<file path="config.mk">
export PLATFORM = sky130hd
export DESIGN_NAME = disp_run_ctrl
export DESIGN_NICKNAME = d
export VERILOG_FILES = /design/src/rtl/disp_run_pkg.sv /design/src/rtl/disp_run_fsm.sv /design/src/rtl/disp_status_bits.sv /design/src/rtl/disp_irq_merge.sv /design/src/rtl/disp_run_ctrl.sv
export SDC_FILE = /design/constraint.sdc
export NUM_CORES = 1
export LEC_CHECK = 0
export BUFFER_PORTS_ARGS = -buffer_cell sky130_fd_sc_hd__clkbuf_2
export CORE_MARGIN = 2
export CORE_UTILIZATION = 54
export DETAILED_ROUTE_END_ITERATION = 8
export PLACE_DENSITY = 0.91
export SYNTH_ARGS = -nofsm -noshare
export SYNTH_HDL_FRONTEND = slang
export SYNTH_SLANG_ARGS = --single-unit
</file>
<file path="constraint.sdc">
create_clock -name clk_i -period 2.3 [get_ports clk_i]
set_input_delay 0.23 -clock clk_i [delete_from_list [all_inputs] [get_ports clk_i]]
set_output_delay 0.23 -clock clk_i [all_outputs]
set_load 0.01 [all_outputs]
</file>
<file path="src/rtl/disp_run_pkg.sv">
package disp_run_pkg;

    localparam int NUM_ST   = 7;
    localparam int NUM_MASK = NUM_ST - 1;
    localparam int REG_W    = NUM_ST + 1;

    localparam int ST_DONE  = 0;
    localparam int ST_UFLOW = 1;
    localparam int ST_SLOST = 2;
    localparam int ST_BUSY  = NUM_ST;

    localparam int ADDR_CTRL = 0;
    localparam int ADDR_STAT = 1;

    typedef enum logic [1:0] {
        RUN_IDLE   = 2'd0,
        RUN_ACTIVE = 2'd1,
        RUN_DRAIN  = 2'd2
    } run_state_t;

    typedef enum logic [1:0] {
        CLR_ON_ENABLE  = 2'd0,
        CLR_ON_DISABLE = 2'd1,
        CLR_ON_WRITE   = 2'd2
    } clr_kind_t;

    typedef struct packed {
        logic [NUM_MASK-1:0] mask;
        logic                done_ie;
        logic                en;
    } ctrl_t;

    function automatic clr_kind_t clr_kind(input int k);
        if (k == ST_DONE)
            return CLR_ON_ENABLE;
        else if (k == ST_UFLOW || k == ST_SLOST)
            return CLR_ON_DISABLE;
        else
            return CLR_ON_WRITE;
    endfunction

    function automatic logic [REG_W-1:0] pack_status(input logic [NUM_ST-1:0] st,
                                                     input logic busy);
        return {busy, st};
    endfunction

endpackage

</file>
<file path="src/rtl/disp_run_fsm.sv">
module disp_run_fsm
    import disp_run_pkg::*;
(
    input  logic  clk_i,
    input  logic  rst_i,
    input  logic  wr_ctrl_i,
    input  ctrl_t wr_val_i,
    input  logic  frame_end_i,
    output ctrl_t ctrl_o,
    output logic  busy_o,
    output logic  en_rise_o,
    output logic  en_fall_o,
    output logic  drain_done_o
);
    ctrl_t      ctrl_q;
    run_state_t st_q;
    run_state_t st_d;

    assign en_rise_o    = wr_ctrl_i && wr_val_i.en && !ctrl_q.en;
    assign en_fall_o    = wr_ctrl_i && !wr_val_i.en && ctrl_q.en;
    assign drain_done_o = (st_q == RUN_DRAIN) && frame_end_i && !en_rise_o;

    always_comb begin
        st_d = st_q;
        unique case (st_q)
            RUN_IDLE:   if (en_rise_o) st_d = RUN_ACTIVE;
            RUN_ACTIVE: if (en_fall_o) st_d = RUN_DRAIN;
            RUN_DRAIN: begin
                if (en_rise_o)
                    st_d = RUN_ACTIVE;
                else if (frame_end_i)
                    st_d = RUN_IDLE;
            end
            default:    st_d = RUN_IDLE;
        endcase
    end

    always_ff @(posedge clk_i) begin
        if (rst_i) begin
            ctrl_q <= '0;
            st_q   <= RUN_IDLE;
        end else begin
            if (wr_ctrl_i)
                ctrl_q <= wr_val_i;
            st_q <= st_d;
        end
    end

    assign ctrl_o = ctrl_q;
    assign busy_o = (st_q != RUN_IDLE);

endmodule

</file>
<file path="src/rtl/disp_status_bits.sv">
module disp_status_bits
    import disp_run_pkg::*;
#(
    parameter int N = NUM_ST
) (
    input  logic         clk_i,
    input  logic         rst_i,
    input  logic         active_i,
    input  logic         en_rise_i,
    input  logic         en_fall_i,
    input  logic         drain_done_i,
    input  logic [N-1:0] evt_i,
    input  logic         w1c_stb_i,
    input  logic [N-1:0] w1c_bits_i,
    output logic [N-1:0] st_o
);
    logic [N-1:0] st_q;

    for (genvar k = 0; k < N; k++) begin : g_bit
        if (clr_kind(k) == CLR_ON_ENABLE) begin : g_done
            logic unused_inputs;
            assign unused_inputs = evt_i[k] ^ w1c_bits_i[k];
            always_ff @(posedge clk_i) begin
                if (rst_i)
                    st_q[k] <= 1'b0;
                else if (en_rise_i)
                    st_q[k] <= 1'b0;
                else if (drain_done_i)
                    st_q[k] <= 1'b1;
            end
        end else if (clr_kind(k) == CLR_ON_DISABLE) begin : g_fault
            logic unused_inputs;
            assign unused_inputs = w1c_bits_i[k];
            always_ff @(posedge clk_i) begin
                if (rst_i)
                    st_q[k] <= 1'b0;
                else if (en_fall_i)
                    st_q[k] <= 1'b0;
                else if (active_i && evt_i[k])
                    st_q[k] <= 1'b1;
            end
        end else begin : g_w1c
            always_ff @(posedge clk_i) begin
                if (rst_i)
                    st_q[k] <= 1'b0;
                else if (active_i && evt_i[k])
                    st_q[k] <= 1'b1;
                else if (w1c_stb_i && w1c_bits_i[k])
                    st_q[k] <= 1'b0;
            end
        end
    end

    assign st_o = st_q;

endmodule

</file>
<file path="src/rtl/disp_irq_merge.sv">
module disp_irq_merge
    import disp_run_pkg::*;
#(
    parameter int N = NUM_ST
) (
    input  logic         clk_i,
    input  logic         rst_i,
    input  logic [N-1:0] st_i,
    input  logic [N-2:0] mask_i,
    input  logic         done_ie_i,
    output logic         irq_o
);
    logic [N-1:0] hit;
    logic         irq_q;

    assign hit[ST_DONE] = st_i[ST_DONE] & done_ie_i;
    for (genvar k = 1; k < N; k++) begin : g_hit
        assign hit[k] = st_i[k] & mask_i[k-1];
    end

    always_ff @(posedge clk_i) begin
        if (rst_i)
            irq_q <= 1'b0;
        else
            irq_q <= |hit;
    end

    assign irq_o = irq_q;

endmodule

</file>
<file path="src/rtl/disp_run_ctrl.sv">
module disp_run_ctrl
    import disp_run_pkg::*;
#(
    parameter int ADDR_W = 2,
    parameter int DATA_W = 8
) (
    input  logic              clk_i,
    input  logic              rst_i,
    input  logic              wr_en_i,
    input  logic              rd_en_i,
    input  logic [ADDR_W-1:0] addr_i,
    input  logic [DATA_W-1:0] wdata_i,
    output logic [DATA_W-1:0] rdata_o,
    input  logic              frame_end_i,
    input  logic              underflow_i,
    input  logic              sync_lost_i,
    input  logic              vsync_i,
    input  logic              line_i,
    input  logic              pal_loaded_i,
    input  logic              acb_i,
    output logic              irq_o
);
    localparam logic [ADDR_W-1:0] A_CTRL = ADDR_W'(ADDR_CTRL);
    localparam logic [ADDR_W-1:0] A_STAT = ADDR_W'(ADDR_STAT);

    logic              wr_ctrl;
    logic              wr_stat;
    ctrl_t             wr_val;
    ctrl_t             ctrl_q;
    logic              busy;
    logic              en_rise;
    logic              en_fall;
    logic              drain_done;
    logic [NUM_ST-1:0] evt_vec;
    logic [NUM_ST-1:0] status_q;
    logic [DATA_W-1:0] rdata_q;

    assign wr_ctrl = wr_en_i && (addr_i == A_CTRL);
    assign wr_stat = wr_en_i && (addr_i == A_STAT);
    assign wr_val  = ctrl_t'(wdata_i[REG_W-1:0]);

    if (DATA_W > REG_W) begin : g_wide
        logic unused_upper;
        assign unused_upper = ^wdata_i[DATA_W-1:REG_W];
    end

    assign evt_vec = {acb_i, pal_loaded_i, line_i, vsync_i,
                      sync_lost_i, underflow_i, frame_end_i};

    disp_run_fsm u_fsm (
        .clk_i        (clk_i),
        .rst_i        (rst_i),
        .wr_ctrl_i    (wr_ctrl),
        .wr_val_i     (wr_val),
        .frame_end_i  (frame_end_i),
        .ctrl_o       (ctrl_q),
        .busy_o       (busy),
        .en_rise_o    (en_rise),
        .en_fall_o    (en_fall),
        .drain_done_o (drain_done)
    );

    disp_status_bits #(.N(NUM_ST)) u_status (
        .clk_i        (clk_i),
        .rst_i        (rst_i),
        .active_i     (busy),
        .en_rise_i    (en_rise),
        .en_fall_i    (en_fall),
        .drain_done_i (drain_done),
        .evt_i        (evt_vec),
        .w1c_stb_i    (wr_stat),
        .w1c_bits_i   (wdata_i[NUM_ST-1:0]),
        .st_o         (status_q)
    );

    disp_irq_merge #(.N(NUM_ST)) u_irq (
        .clk_i     (clk_i),
        .rst_i     (rst_i),
        .st_i      (status_q),
        .mask_i    (ctrl_q.mask),
        .done_ie_i (ctrl_q.done_ie),
        .irq_o     (irq_o)
    );

    always_ff @(posedge clk_i) begin
        if (rst_i) begin
            rdata_q <= '0;
        end else if (rd_en_i) begin
            if (addr_i == A_CTRL)
                rdata_q <= DATA_W'(ctrl_q);
            else if (addr_i == A_STAT)
                rdata_q <= DATA_W'(pack_status(status_q, busy));
            else
                rdata_q <= '0;
        end
    end

    assign rdata_o = rdata_q;

endmodule

</file>
==> results.sh <==
export IMPL_status="finished clean"
export IMPL_io_buffer_count=29
export IMPL_yosysTopAreaCell="dfxtp_1"
export IMPL_final_layout_size_suffix_gt1_frac=0.324
export IMPL_p_int_w=0.000591
export IMPL_setup_worst_path_start_class="primary input"
export IMPL_worstPathArrival_ns=1.55
export IMPL_drtPass1Iterations=4
export IMPL_synth_top_family_by_area="simple AND/OR/NAND/NOR gates"
export IMPL_p_per_area_nw_per_um2=579
export IMPL_cts_hold_buf=0
export IMPL_clock_latency_ns=0.30
export IMPL_drt_iter0_drc=23
export IMPL_combPwrFrac=0.099
export IMPL_netlist_top_cells_area="dfxtp_1 (46%), mux2i_1 (7.0%), mux2_2 (6.9%)"
export IMPL_clock_tree_root_cell="clkbuf_4"
export IMPL_synth_compound_area_frac=0.140
export IMPL_wirelength_microns=2390
export IMPL_worstPathRequired_ns=2.48
export IMPL_cts_setup_buffers=0
export IMPL_grt_pass1_vias=915
export IMPL_area_growth_pct=16.0
export IMPL_synth_xor_area_frac=0
export IMPL_power_leakage_nw=0.527
export IMPL_coreArea_sq_um=1980
export IMPL_setup_tns_ns=0
export IMPL_critPathKind="in -> reg"
export IMPL_h_tree_depth=1
export IMPL_clkPwrFrac=0.289
export IMPL_cts_buffer_depth=2
export IMPL_netlist_area_sq_um=1140
export IMPL_power_switching_w=0.000174
export IMPL_synthMuxAreaShare=0.140
export IMPL_grt_pass1_wl_microns=3930
export IMPL_cts_made_buffers=3
export IMPL_ys_ff_latch=26
export IMPL_antenna_cells=0
export IMPL_yosysSeqAreaShare=0.457
export IMPL_grt_max_degree=29
export IMPL_antenna_found_initial=0
export IMPL_die_w_microns=49.9
export IMPL_gp_congestion=0.828
export IMPL_layout_min_cycle_time_ns=1.37
export IMPL_wl_per_cell_microns=14.1
export IMPL_end_kind="register"
export IMPL_place_hpwl_microns=1820
export IMPL_yosysMostFrequentCell="dfxtp_1"
export IMPL_drc=0
export IMPL_cts_tree="built"
export IMPL_p_sw_frac=0.227
export IMPL_async_reset_ff_frac=0
export IMPL_max_slew_margin_rel=0.644
export IMPL_utilization=0.667
export IMPL_min_delay_path_class="in -> reg"
export IMPL_via_per_inst=5.44
export IMPL_syn_inst=115
export IMPL_crit_fanout=14
export IMPL_dpl_instance_area_sq_um=1280
export IMPL_io_pins=30
export IMPL_synth_top_area_share=0.457
export IMPL_die_area_sq_um=2490
export IMPL_rows=16
export IMPL_ant_nets=0
export IMPL_synth_edf_count=0
export IMPL_track_usage=0.207
export IMPL_timing_final_crit_share=0.594
export IMPL_finalHoldViolCount=0
export IMPL_seqPwrFrac=0.612
export IMPL_grt_overflow=0
export IMPL_synth_commonest_cells="dfxtp_1 (26), nor2_1 (20), a21oi_1 (11)"
export IMPL_synthSimpleGateAreaFrac=0.225
export IMPL_ir_drop_uv=432
export IMPL_max_freq_mhz=732
export IMPL_tightestPinTransition_ns=0.531
export IMPL_vias=920
export IMPL_yosysUniqueCellTypes=28
export IMPL_yosys_most_used_dff="dfxtp_1"
export IMPL_cts_clk_slew_worst_paths_ns=0.13
export IMPL_syn_area_per_cell_sq_um=9.90
export IMPL_initial_core_util=0.574
export IMPL_cts_resized_gates=0
export IMPL_cts_sinks=26
export IMPL_rsz0062_at_grt="no"
export IMPL_synthAdderAreaFrac=0
export IMPL_holdWs_ns=0.167
export IMPL_stdcell_area_sq_um=1320
export IMPL_drv_cap=0
export IMPL_power_w=0.000765
export IMPL_synth_nets=136
export IMPL_yosysWarnings=0
export IMPL_drv_slew=0
export IMPL_nNetsFinal=164
export IMPL_setup_viol=0
export IMPL_skew_ns=0.00111
export IMPL_die_h_microns=49.9
[critical path: stages]
cell      delay (ns)
clkbuf_2        0.22
nor3b_2         0.53
buf_4           0.27
mux2i_1         0.23
nor2_1          0.07
[cell families (layout without fill, tap and decap cells)]
family,count (synthesis),count (layout)
simple gates,43,43
flops,26,26
compound gates,23,23
mux,15,15
buf+inv,8,35
[routing by layer]
| layer | GRT usage | vias up | part of all wire | wire [microns] |
|---|---|---|---|---|
| li1 | - | 464 | - | - |
| met1 | 0.240 | 422 | 0.41 | 970 |
| met2 | 0.353 | 28 | 0.51 | 1230 |
| met3 | 0.0424 | 6 | 0.054 | 129 |
| met4 | 0.111 | 0 | 0.026 | 61 |
| met5 | 0 | - | 0 | 0 |
[cell usage in the layout, fill, tap and decap left out, drive strengths merged, types with 2 or more instances in the layout]
master	synthesis	final
a21oi	11	11
a22oi	6	6
clkbuf	4	33
dfxtp	26	26
mux2	7	7
mux2i	8	8
nand4b	4	4
nor2	20	20
nor2b	9	9
nor3	2	2
nor3b	3	3
or3b	2	2
[final cells by class]
cell class,instances,area [sq um]
clock buffers,4,36.3
well taps,27,33.8
repair buffers,30,153
multi-input cells,81,574
inverters,1,3.75
flip-flops and latches,26,520
fillers,163,661
[final timing paths]
check                             start                             to  slack, ns  cells after the start
min                             vsync_i  u_status.st_o[3]$_SDFFE_PP0P_       0.17                      3
min reg2reg     rdata_o[7]$_SDFFE_PP0P_        rdata_o[7]$_SDFFE_PP0P_       0.52                      2
max                           addr_i[0]   u_fsm.ctrl_o[6]$_SDFFE_PP0N_       0.93                      5
max reg2reg  u_fsm.st_q[0]$_SDFFE_PP0P_        rdata_o[7]$_SDFFE_PP0P_       1.16                      3
[sequential cells by signal, summed over array words and instances, names as in the netlist]
signal,flops
u_irq.irq_o,1
u_fsm.ctrl_o,8
u_status.st_o,7
rdata_o,8
u_fsm.st_q,2
[through the flow]
stage	setup slack, ns	std cells
2_1_floorplan	1.27	115
3_3_place_gp	0.724	165
3_5_place_dp	0.647	165
4_1_cts	0.974	169
5_1_grt	0.887	169
6_report	0.934	169
[power groups by stage]
stage                     Combinational [W]  Sequential, W  Clock (W)
after global placement            0.0000728       0.000477          0
after detailed placement          0.0000747       0.000477          0
after floorplan                   0.0000452       0.000476          0
final                             0.0000760       0.000468   0.000221
after global routing              0.0000829       0.000469   0.000249
after CTS                         0.0000759       0.000468   0.000227
Note: power is estimated with default switching activity, not from simulation.
